$ cat src/rtl/dbgp_pkg.sv
package dbgp_pkg;
  typedef enum logic [2:0] {
    KIND_DATA     = 3'd0,
    KIND_OK       = 3'd1,
    KIND_NOTREADY = 3'd2,
    KIND_BUSERR   = 3'd3,
    KIND_ILLEGAL  = 3'd4
  } rsp_kind_e;

  typedef enum logic {
    ST_IDLE  = 1'b0,
    ST_SHIFT = 1'b1
  } link_state_e;
endpackage

$ cat src/rtl/dbgp_sync.sv
module dbgp_sync #(
  parameter int W      = 2,
  parameter int STAGES = 2
) (
  input  logic         clk,
  input  logic         rst,
  input  logic [W-1:0] d,
  output logic [W-1:0] q
);
  logic [W-1:0] stage_q [STAGES];

  always_ff @(posedge clk) begin
    if (rst) begin
      for (int i = 0; i < STAGES; i++) stage_q[i] <= '0;
    end else begin
      stage_q[0] <= d;
      for (int i = 1; i < STAGES; i++) stage_q[i] <= stage_q[i-1];
    end
  end

  assign q = stage_q[STAGES-1];
endmodule

$ cat src/rtl/dbgp_encoder.sv
module dbgp_encoder #(
  parameter int WORD_W = 16
) (
  input  logic              valid,
  input  logic [2:0]        kind,
  input  logic [WORD_W-1:0] data,
  output logic [WORD_W:0]   pkt
);
  import dbgp_pkg::*;

  always_comb begin
    if (!valid) begin
      pkt = {1'b1, {WORD_W{1'b0}}};
    end else begin
      case (rsp_kind_e'(kind))
        KIND_DATA:     pkt = {1'b0, data};
        KIND_OK:       pkt = {1'b0, {WORD_W{1'b1}}};
        KIND_NOTREADY: pkt = {1'b1, {WORD_W{1'b0}}};
        KIND_BUSERR:   pkt = {1'b1, {(WORD_W-1){1'b0}}, 1'b1};
        default:       pkt = {1'b1, {WORD_W{1'b1}}};
      endcase
    end
  end
endmodule

$ cat src/rtl/dbgp_gap.sv
module dbgp_gap #(
  parameter int GAP_CYC = 32
) (
  input  logic clk,
  input  logic rst,
  input  logic start,
  output logic busy
);
  localparam int CNT_W = $clog2(GAP_CYC + 1);
  logic [CNT_W-1:0] left_q;

  always_ff @(posedge clk) begin
    if (rst) begin
      busy   <= 1'b0;
      left_q <= '0;
    end else if (start) begin
      busy   <= 1'b1;
      left_q <= CNT_W'(GAP_CYC - 1);
    end else if (busy) begin
      if (left_q == '0) busy <= 1'b0;
      else left_q <= left_q - 1'b1;
    end
  end

  assert_busy_on_start_R6: assert property (@(posedge clk) disable iff (rst)
    start |=> busy);
endmodule

$ cat src/rtl/dbgp_responder.sv
module dbgp_responder #(
  parameter int WORD_W      = 16,
  parameter int GAP_CYC     = 32,
  parameter int SYNC_STAGES = 2
) (
  input  logic              clk,
  input  logic              rst,
  input  logic              dbg_sclk,
  input  logic              dbg_sdi,
  output logic              dbg_sdo,
  input  logic              rsp_valid,
  input  logic [2:0]        rsp_kind,
  input  logic [WORD_W-1:0] rsp_data,
  output logic              rsp_take,
  output logic              rx_stb,
  output logic              rx_ctrl,
  output logic [WORD_W-1:0] rx_word,
  output logic              ctrl_err,
  output logic              busy
);
  import dbgp_pkg::*;

  localparam int PKT_W = WORD_W + 1;
  localparam int CNT_W = $clog2(PKT_W + 1);

  logic [1:0]        pin_s;
  logic              sclk_s, sdi_s, sclk_d;
  logic              rise, fall, last_bit;
  logic [PKT_W-1:0]  enc_pkt, tx_q;
  logic [WORD_W-1:0] rx_sh;
  logic [CNT_W-1:0]  bit_cnt;
  logic              lat_valid;
  link_state_e       state;

  dbgp_sync #(.W(2), .STAGES(SYNC_STAGES)) u_sync (
    .clk(clk), .rst(rst), .d({dbg_sclk, dbg_sdi}), .q(pin_s));

  assign sclk_s = pin_s[1];
  assign sdi_s  = pin_s[0];
  assign rise   = sclk_s & ~sclk_d;
  assign fall   = ~sclk_s & sclk_d;
  assign last_bit = (state == ST_SHIFT) && rise && (bit_cnt == CNT_W'(PKT_W - 1));

  dbgp_encoder #(.WORD_W(WORD_W)) u_enc (
    .valid(rsp_valid), .kind(rsp_kind), .data(rsp_data), .pkt(enc_pkt));

  dbgp_gap #(.GAP_CYC(GAP_CYC)) u_gap (
    .clk(clk), .rst(rst), .start(last_bit), .busy(busy));

  always_ff @(posedge clk) begin
    if (rst) begin
      state     <= ST_IDLE;
      sclk_d    <= 1'b0;
      bit_cnt   <= '0;
      rx_sh     <= '0;
      tx_q      <= '0;
      lat_valid <= 1'b0;
      rsp_take  <= 1'b0;
      rx_stb    <= 1'b0;
      rx_ctrl   <= 1'b0;
      rx_word   <= '0;
      ctrl_err  <= 1'b0;
    end else begin
      sclk_d   <= sclk_s;
      rsp_take <= 1'b0;
      rx_stb   <= 1'b0;
      ctrl_err <= 1'b0;
      case (state)
        ST_IDLE: begin
          if (!busy) begin
            if (rise) begin
              state    <= ST_SHIFT;
              rx_sh    <= {rx_sh[WORD_W-2:0], sdi_s};
              bit_cnt  <= CNT_W'(1);
              rsp_take <= lat_valid;
            end else begin
              tx_q      <= enc_pkt;
              lat_valid <= rsp_valid;
            end
          end
        end
        default: begin
          if (rise) begin
            rx_sh   <= {rx_sh[WORD_W-2:0], sdi_s};
            bit_cnt <= bit_cnt + 1'b1;
            if (last_bit) begin
              state    <= ST_IDLE;
              bit_cnt  <= '0;
              rx_stb   <= 1'b1;
              rx_ctrl  <= rx_sh[WORD_W-1];
              ctrl_err <= rx_sh[WORD_W-1];
              rx_word  <= {rx_sh[WORD_W-2:0], sdi_s};
            end
          end else if (fall) begin
            tx_q <= {tx_q[PKT_W-2:0], 1'b0};
          end
        end
      endcase
    end
  end

  assign dbg_sdo = tx_q[PKT_W-1];

  assert_stb_single_R1: assert property (@(posedge clk) disable iff (rst)
    rx_stb |=> !rx_stb);
  assert_err_with_stb_R5: assert property (@(posedge clk) disable iff (rst)
    ctrl_err |-> rx_stb);
  assert_stb_busy_R6: assert property (@(posedge clk) disable iff (rst)
    rx_stb |-> busy);
  assert_auto_notready_R3: assert property (@(posedge clk) disable iff (rst)
    (state == ST_IDLE && !busy && !rise && !rsp_valid) |=> tx_q == {1'b1, {WORD_W{1'b0}}});
  assert_take_single_R4: assert property (@(posedge clk) disable iff (rst)
    rsp_take |=> !rsp_take);
  assert_gap_quiet_R7: assert property (@(posedge clk) disable iff (rst)
    (busy && $past(busy)) |-> !rx_stb);
endmodule

$ cat config.mk
export PLATFORM = sky130hd
export DESIGN_NAME = dbgp_responder
export DESIGN_NICKNAME = d
export VERILOG_FILES = /design/src/rtl/dbgp_pkg.sv /design/src/rtl/dbgp_sync.sv /design/src/rtl/dbgp_encoder.sv /design/src/rtl/dbgp_gap.sv /design/src/rtl/dbgp_responder.sv
export SDC_FILE = /design/constraint.sdc
export NUM_CORES = 1
export LEC_CHECK = 0
export CORE_MARGIN = 4
export CORE_UTILIZATION = 40
export DETAILED_ROUTE_END_ITERATION = 8
export SETUP_SLACK_MARGIN = 0.15
export SLEW_MARGIN = 0
export SYNTH_ARGS = -nofsm -noshare
export SYNTH_HDL_FRONTEND = slang
export SYNTH_SLANG_ARGS = --single-unit
$ cat constraint.sdc
create_clock -name clk -period 2.15 [get_ports clk]
set_input_delay 0.215 -clock clk [delete_from_list [all_inputs] [get_ports clk]]
set_output_delay 0.215 -clock clk [all_outputs]
set_load 0.005 [all_outputs]
### Word level (Yosys, flattened, before mapping)

Memory sizes are Yosys's and may differ from the RTL's.
Index checks and enable logic that the tools add are counted.

| storage, ports and cells | value |
|---|---|
| bits of input ports | 24 |
| logic and storage cells | 86 |
| memories kept | 1 |
| output and inout bits | 22 |
| flip-flop bits (word level) | 68 |
| RAM bits | 4 |

| cells by class | value |
|---|---|
| equal/unequal tests | 10 |
| reduce and logical (&&, ||, !) cells | 16 |
| bitwise logic cells | 11 |
| multiplexer cells | 32 |
| add/sub/neg operators | 2 |

Memories:

| memory | depth | bits a word | rd ports | clocked after memory_dff | wr ports | line | RTL |
|---|---|---|---|---|---|---|---|
| u_sync.stage_q | 2 | 2 | 2 | 0 | 2 | dbgp_sync.sv:10 | `logic [W-1:0] stage_q [STAGES];` |

Operators with widths:

| cell | count |
|---|---|
| 2-to-1 mux 17 bit | 6 |
| one-hot mux 17 bit (4 select lines) | 1 |
| 2-to-1 mux 16 bit | 3 |
| 2-to-1 mux 5 bit | 8 |
| 2-to-1 mux 1 bit | 12 |
| inequality test 2 bit (second input constant) | 5 |
| AND reduction 3 bit | 3 |
| OR reduction 4 bit | 2 |
| NOT 1 bit | 7 |
| equality test 3 x 2 -> 1 bit (second input constant) | 2 |
| zero test 6 bit | 1 |
| subtractor 6 x 1 -> 6 bit (second input constant) | 1 |
| adder 5 x 1 -> 5 bit (second input constant) | 1 |
| equality test 5 bit (second input constant) | 1 |
| 2-to-1 mux 2 bit | 2 |
| AND reduction 2 bit | 2 |
| AND reduction 4 bit | 1 |
| nonzero test 2 bit | 2 |
| equality test 3 x 1 -> 1 bit (second input constant) | 1 |
| zero test 3 bit | 1 |
| OR reduction 3 bit | 1 |
| AND 1 bit | 2 |
| logical AND 1 bit | 2 |
| inequality test 2 x 1 -> 1 bit (second input constant) | 1 |
| 2 further kinds | 3 |

### Longest topological paths before layout

Gate-level depths: netlist of the first run.

| logic depth | value |
|---|---|
| depth in word-level cells | 7 |
| depth in mapped cells | 8 |
| depth with buffers taken out | 6 |

### By module

From an unflattened synthesis of the first run, not the netlist that was laid out.

| unflattened totals | value |
|---|---|
| cells, all modules | 365 |
| area total of the unflattened synthesis | 3355.7 sq um |

By module, submodules not included:

| module | area an instance (sq um) | sequential area each (sq um) | times used | cells each |
|---|---|---|---|---|
| dbgp_responder | 2603.7 | 1221.2 | 1 | 289 |
| dbgp_gap | 366.6 | 140.1 | 1 | 39 |
| dbgp_encoder | 265.3 | 0.0 | 1 | 27 |
| dbgp_sync | 120.1 | 80.1 | 1 | 10 |

### Worst setup path before layout of the first run

No wires, ideal clock.

| timing | value |
|---|---|
| path type | register -> register |
| start | register bit_cnt[0] |
| end | register rx_word[10] |
| setup slack | 629 ps |
| required time | 2018 ps |
| setup time | 132 ps |
| stages on the path, launching flop included | 9 |
| buffers on the path | 2 |
| arrival | 1388 ps |
| period minus slack after synthesis | 1521 ps |
| path through | dfxtp_1 inv_1 ha_1 and4bb_2 and3_1 buf_2 buf_4 nand2_1 a21oi_1 |

| between the ends | value |
|---|---|
| cells in the longest elaborated chain, start to end | 3 |

Ends and longest elaborated chain:

| item | line | RTL |
|---|---|---|
| from (decl) | dbgp_responder.sv:31 | `logic [CNT_W-1:0] bit_cnt;` |
| from (signal assigned) | dbgp_responder.sv:85 | `bit_cnt <= bit_cnt + 1'b1;` |
| equality test 5 bit | dbgp_responder.sv:42 | `assign last_bit = (state == ST_SHIFT) && rise && (bit_cnt == CNT_W'(PKT_W - 1));` |
| logical AND 1 bit | dbgp_responder.sv:42 |  |
| AND reduction 3 bit (no line) | -- |  |
| to (signal assigned) | dbgp_responder.sv:92 | `rx_word <= {rx_sh[WORD_W-2:0], sdi_s};` |
| to (decl) | dbgp_responder.sv:17 | `output logic [WORD_W-1:0] rx_word,` |

No other way between the ends.
A chain may end at the register's enable or synchronous reset.

### Worst setup path after layout of the first run

| timing | value |
|---|---|
| start | register bit_cnt[0] |
| end | register rx_word[13] |

Same word-level chain as after synthesis.

==> flow_metrics.env, run 1 <==
export IMPL_status="finished, final reports clean"
export IMPL_gp_congestion=0.7918
export IMPL_netlist_instances=354
export IMPL_synthFlopType="dfxtp_1"
export IMPL_worst_pin_slew_ns=0.6598
export IMPL_hp_start="rst"
export IMPL_grt_pass1_wl_microns=11010
export IMPL_antenna_found_initial=0
export IMPL_ys_ff_latch=72
export IMPL_post_drt_via_cell_ratio=5.060
export IMPL_die_w_microns=93.61
export IMPL_multiInputGateArea_sq_mm=0.001349
export IMPL_seqCellArea_sq_mm=0.001441
export IMPL_wl_microns=6481
export IMPL_endpoint_kind="flop"
export IMPL_post_cts_buffers=0
export IMPL_fin_ws_ns=0.3769
export IMPL_core_rowCount=30
export IMPL_maxSlewViolCount=0
export IMPL_start_kind="flop"
export IMPL_required_ns=2.43
export IMPL_slew_headroom_pct=56.02
export IMPL_num_vias=2510
export IMPL_slowest_stage="and3_1"
export IMPL_rrSetupSlack_ns=0.38
export IMPL_grt_pass1_vias=2367
export IMPL_synthesis_nets=382
export IMPL_power_density_mw_per_mm2=738.5
export IMPL_cts_buffer_depth=2
export IMPL_wl_per_cell_microns=13.07
export IMPL_yosysMostFrequentCell="nand2_1"
export IMPL_placed_area_sq_mm=0.003453
export IMPL_synth_edf_count=0
export IMPL_antenna_cells=0
export IMPL_critical_path_max_fanout=18
export IMPL_grt_max_degree=26
export IMPL_peakVddDrop_v=0.0004626
export IMPL_area_delta_synth_final_pct=24.46
export IMPL_cts_buffers=9
export IMPL_syn_area_per_cell_sq_um=8.281
export IMPL_worstPathArrival_ns=2.06
export IMPL_cts_root_buf="clkbuf_8"
export IMPL_min_path_type="in2reg"
export IMPL_netlist_top_cells_count="nand2_1, dfxtp_1, a21oi_1"
export IMPL_fillers=668
export IMPL_r2r_worst_path_cells=6
export IMPL_drt_first_pass_iters=4
export IMPL_coreArea_sq_mm=0.006944
export IMPL_yosysTopAreaCellShare_pct=49.17
export IMPL_hold_viol_final=0
export IMPL_drv_cap=0
export IMPL_cpPeakStageDelay_ns=0.60
export IMPL_cts_sinks=72
export IMPL_grt_ovfl_total=0
export IMPL_ctsResizeCount=0
export IMPL_fmax_mhz=564.0
export IMPL_drcViolationCount=0
export IMPL_r2r_start="bit_cnt[0]$_SDFFE_PP0P_"
export IMPL_die_area_sq_mm=0.008763
export IMPL_r2r_end="rx_word[13]$_SDFFE_PP0P_"
export IMPL_post_place_ws_ns=0.2833
export IMPL_initialDrtViolationCount=112
export IMPL_rsz0062_at_grt="false"
export IMPL_cts_max_level=3
export IMPL_port_buffers=45
export IMPL_ios=46
export IMPL_start_util_pct=42.22
export IMPL_synth_top_area_cell="dfxtp_1"
export IMPL_syn_area_sq_mm=0.002932
export IMPL_postRouteAntennaNets=0
export IMPL_ys_seq_area_share_pct=49.17
export IMPL_fin_worst_skew_ns=0.009464
export IMPL_dp_hpwl_microns=4269
export IMPL_min_period_ns=1.773
export IMPL_hold_buffers=0
export IMPL_worstSetupPathType="reg2reg"
export IMPL_finish_utilization_pct=52.54
export IMPL_fin_tns_setup_ns=0
export IMPL_cp_cell_sequence="inv_1 > ha_1 > and4bb_2 > and3_1 > nand2_1 > a21oi_1"
export IMPL_layout_nets=424
export IMPL_whs_path_depth=2
export IMPL_finalCritPeriodShare_pct=82.47
export IMPL_critical_path_buf_inv_count=1
export IMPL_power_leakage_nw=1.294
export IMPL_ys_warn_count=0
export IMPL_die_y_microns=93.61
export IMPL_synth_cell_types=38
export IMPL_worstHoldEndpoint="tx_q[16]$_SDFFE_PP0P_"
export IMPL_p_total_mw=2.694
export IMPL_groute_usage_overall_pct=15.85
export IMPL_clkTransAtPathRegs_ns=0.08
export IMPL_synth_area_leaders="dfxtp_1, nand2_1, a21oi_1"
export IMPL_setup_viol=0
export IMPL_clk_latency_ns=0.35
export IMPL_cpLargestDelayFamily="simple AND/OR/NAND/NOR gates"
export IMPL_design_area_sq_mm=0.003649
export IMPL_synth_async_reset_ratio_pct=0
export IMPL_drive_gt1_share_pct=7.500
export IMPL_cts_tree="done"
[metal layers]
| layer | global-route usage [%] | up-vias | share of wire (%) |
|---|---|---|---|
| met5 | 0 | - | 0 |
| met4 | 5.535 | 0 | 1.8 |
| met3 | 5.953 | 10 | 4.1 |
| met2 | 24.90 | 41 | 46 |
| met1 | 19.93 | 1154 | 48 |
| li1 | - | 1305 | - |
[where the power goes]
group	internal (mW)	switching [mW]	leakage (nW)	total [mW]
sequential	1.37	0.0267	0.585	1.40
combinational	0.114	0.122	0.607	0.236
clock	0.561	0.497	0.102	1.06
[kinds of logic after synthesis]
| group | synth area share [%] |
|---|---|
| mux | 0.3415 |
| fa+ha+maj | 1.707 |
| flops | 49.17 |
| buf+inv | 4.823 |
| xor+xnor | 1.195 |
| compound gates | 15.66 |
| simple gates | 27.10 |
[worst max path at each step]
| stage | to | cells after the start | from |
|---|---|---|---|
| after floorplan | rx_word[10]$_SDFFE_PP0P_ | 8 | bit_cnt[0]$_SDFFE_PP0P_ |
| after CTS | rx_word[13]$_SDFFE_PP0P_ | 6 | bit_cnt[0]$_SDFFE_PP0P_ |
| final | rx_word[13]$_SDFFE_PP0P_ | 6 | bit_cnt[0]$_SDFFE_PP0P_ |
| after global routing | rx_word[0]$_SDFFE_PP0P_ | 6 | bit_cnt[0]$_SDFFE_PP0P_ |
| after global placement | tx_q[2]$_SDFFE_PP0P_ | 4 | rsp_kind[2] |
| after detailed placement | tx_q[2]$_SDFFE_PP0P_ | 4 | rsp_kind[2] |
[through the flow]
stage	std cells	hold slack, ns
after global placement	481	0.4173
final	496	0.3294
after floorplan	354	0.2949
after global routing	496	0.3478
after detailed placement	481	0.4281
after CTS	496	0.3142
[cell type report]
cell class,count,area share (%)
inverter,6,0.6173
clock inverter,5,1.578
sequential,72,39.51
multi-input combinational,252,36.97
timing repair buffer,55,14.27
clock buffer,10,3.772
tap,96,3.292
[registers in the layout, summed over array words and instances, names as in the netlist]
signal          cells
u_gap.busy          1
ctrl_err            1
bit_cnt             5
u_sync.stage_q      4
sclk_d              1
tx_q               17
rx_sh              16
u_gap.left_q        6
rsp_take            1
rx_word            16
state               1
rx_stb              1
lat_valid           1
rx_ctrl             1
[cells in the final DEF (no fill, tap or decap), types with 3 or more instances in the layout]
master	instances
nor3_1	18
buf_4	10
a21oi_1	45
clkdlybuf4s50_1	44
nand3_1	5
or3_1	16
a221oi_1	15
nor2b_1	7
xor2_1	3
nor3b_1	3
inv_1	6
nand2b_1	4
nor2_1	24
clkbuf_8	10
and2_1	3
dfxtp_1	72
o21ai_1	4
nand2_1	77
a31oi_1	3
ha_1	4
Power figures use the tool's default switching activity.
==> run 2, diff against run 1 <==
==> constraint.sdc (replaced) <==
create_clock -name clk -period 1.7 [get_ports clk]
set_input_delay 0.17 -clock clk [delete_from_list [all_inputs] [get_ports clk]]
set_output_delay 0.17 -clock clk [all_outputs]
set_load 0.005 [all_outputs]
==> flow_metrics.env, run 2 (synthesis results as in run 1) <==
export IMPL_worstHoldEndpoint="state$_SDFF_PP0_"
export IMPL_hold_buffers=0
export IMPL_r2r_worst_path_cells=8
export IMPL_power_density_mw_per_mm2=914.3
export IMPL_slew_headroom_pct=74.03
export IMPL_wl_microns=7065
export IMPL_grt_pass1_wl_microns=11200
export IMPL_startpoint="u_gap.busy$_SDFF_PP0_"
export IMPL_largest_register_ffs=17
export IMPL_place_inst=493
export IMPL_drive_gt1_share_pct=14.96
export IMPL_cts_max_level=3
export IMPL_r2r_end="ctrl_err$_SDFF_PP0_"
export IMPL_largest_register="tx_q"
export IMPL_area_delta_synth_final_pct=34.44
export IMPL_fmax_mhz=664.8
export IMPL_ios=46
export IMPL_slowest_stage="clkdlybuf4s50_1"
export IMPL_gp_congestion=0.7514
export IMPL_coreArea_sq_mm=0.006944
export IMPL_layout_common_cells="nand2_1, dfxtp_1, a21oi_1"
export IMPL_wl_per_cell_microns=13.67
export IMPL_fin_worst_skew_ns=0.01167
export IMPL_core_rowCount=30
export IMPL_critical_path_buf_inv_count=2
export IMPL_initialDrtViolationCount=145
export IMPL_top_layer_used="met4"
export IMPL_grt_pass1_vias=2366
export IMPL_finalCritPeriodShare_pct=88.49
export IMPL_required_ns=1.53
export IMPL_postRouteAntennaNets=0
export IMPL_dr_wl_met3_microns=217
export IMPL_clk_latency_ns=0.35
export IMPL_final_common_cell="nand2_1"
export IMPL_cts_buffers=9
export IMPL_power_leakage_nw=1.422
export IMPL_post_drt_via_cell_ratio=5.048
export IMPL_start_kind="flop"
export IMPL_hold_viol_final=0
export IMPL_port_buffers=45
export IMPL_clkTransAtPathRegs_ns=0.07
export IMPL_cpPeakStageDelay_ns=0.51
export IMPL_critical_path_max_fanout=7
export IMPL_cts_tree="done"
export IMPL_grt_max_degree=23
export IMPL_min_period_ns=1.504
export IMPL_cts_sinks=72
export IMPL_cts_root_buf="clkbuf_8"
export IMPL_cpLargestDelayFamily="buffers and inverters"
export IMPL_status="finished, final reports clean"
export IMPL_layout_nets=444
export IMPL_finish_utilization_pct=56.76
export IMPL_drv_cap=0
export IMPL_cts_buffer_depth=2
export IMPL_die_area_sq_mm=0.008763
export IMPL_setup_viol=0
export IMPL_grt_ovfl_total=0
export IMPL_drcViolationCount=0
export IMPL_num_vias=2610
export IMPL_peakVddDrop_v=0.0004850
export IMPL_worstSetupPathType="reg2out"
export IMPL_final_cells=517
export IMPL_endpoint_kind="primary output"
export IMPL_antenna_cells=0
export IMPL_p_total_mw=3.604
export IMPL_drt_first_pass_iters=5
export IMPL_die_y_microns=93.61
export IMPL_groute_usage_overall_pct=16.11
export IMPL_met1_length_microns=3451
export IMPL_dp_hpwl_microns=4408
export IMPL_min_path_type="in2reg"
export IMPL_cp_cell_sequence="buf_4 > clkdlybuf4s50_1"
export IMPL_rsz0062_at_grt="true"
export IMPL_whs_path_depth=2
export IMPL_die_w_microns=93.61
export IMPL_r2r_start="bit_cnt[0]$_SDFFE_PP0P_"
export IMPL_rrSetupSlack_ns=0.21
export IMPL_worstPathArrival_ns=1.33
export IMPL_wl_met2_microns=3344
export IMPL_start_util_pct=42.22
export IMPL_maxSlewViolCount=0
export IMPL_hp_start="rst"
export IMPL_antenna_found_initial=0
export IMPL_top_regs="tx_q x17, rx_sh x16, rx_word x16"
export IMPL_worst_pin_slew_ns=0.3847
run 2: changes by cell type in the layout (fill, tap and decap cells not counted), sizes merged:
cell	delta
clkinvlp	+2
clkinv	-3
clkbuf	+1
buf	+19
bufinv	+1
inv	+1
run 2: area by class of cell:
type | instances | area (sq um)
sequential | 72 | 1449
multi-input combinational | 252 | 1396
timing repair buffer | 75 | 733.2
fill | 640 | 3003
clock buffer | 10 | 127.6
tap | 96 | 120.1
inverter | 6 | 22.52
clock inverter | 6 | 92.59
run 2: how the worst max path moves through the flow:
| stage | slack, ns | cells past startpoint | endpoint |
|---|---|---|---|
| 3_5_place_dp | -0.02 | 6 | rx_word[7]$_SDFFE_PP0P_ |
| 2_1_floorplan | 0.18 | 8 | rx_word[10]$_SDFFE_PP0P_ |
| 5_1_grt | 0.14 | 8 | ctrl_err$_SDFF_PP0_ |
| 4_1_cts | 0.12 | 8 | rx_word[12]$_SDFFE_PP0P_ |
| 3_3_place_gp | 0.04 | 5 | tx_q[2]$_SDFFE_PP0P_ |
| 6_report | 0.20 | 2 | busy |
run 2: report_power, final:
group	switching [mW]	total [mW]	leakage, nW	internal, mW
Combinational	0.167	0.340	0.731	0.174
Clock	0.663	1.50	0.103	0.834
Sequential	0.0300	1.77	0.587	1.74
run 2: layer usage:
| layer | track usage [%] | vias to the layer above |
|---|---|---|
| met1 | 21.51 | 1223 |
| li1 | - | 1344 |
| met4 | 5.415 | 0 |
| met2 | 24.66 | 39 |
| met5 | 0 | - |
| met3 | 5.068 | 4 |
run 2: repair_timing:
action | 4_1_cts | 5_1_grt
pin swaps | 0 | 5
resized for setup | 7 | 12
buffers inserted | 1 | 5
gates cloned | 1 | 1
setup endpoints to repair | 30 | 29
run 2: per-stage QoR:
stage               TNS (ns)  area (sq um)  hold slack (ns)  setup slack, ns
detailed placement  -0.02811          3568           0.4360         -0.02334
global route               0          3941           0.2434           0.1355
floorplan                  0          2932           0.2499           0.1794
global placement           0          3568           0.4188          0.04105
CTS                        0          3845           0.2173           0.1206
finish                     0          3941           0.2347           0.1957
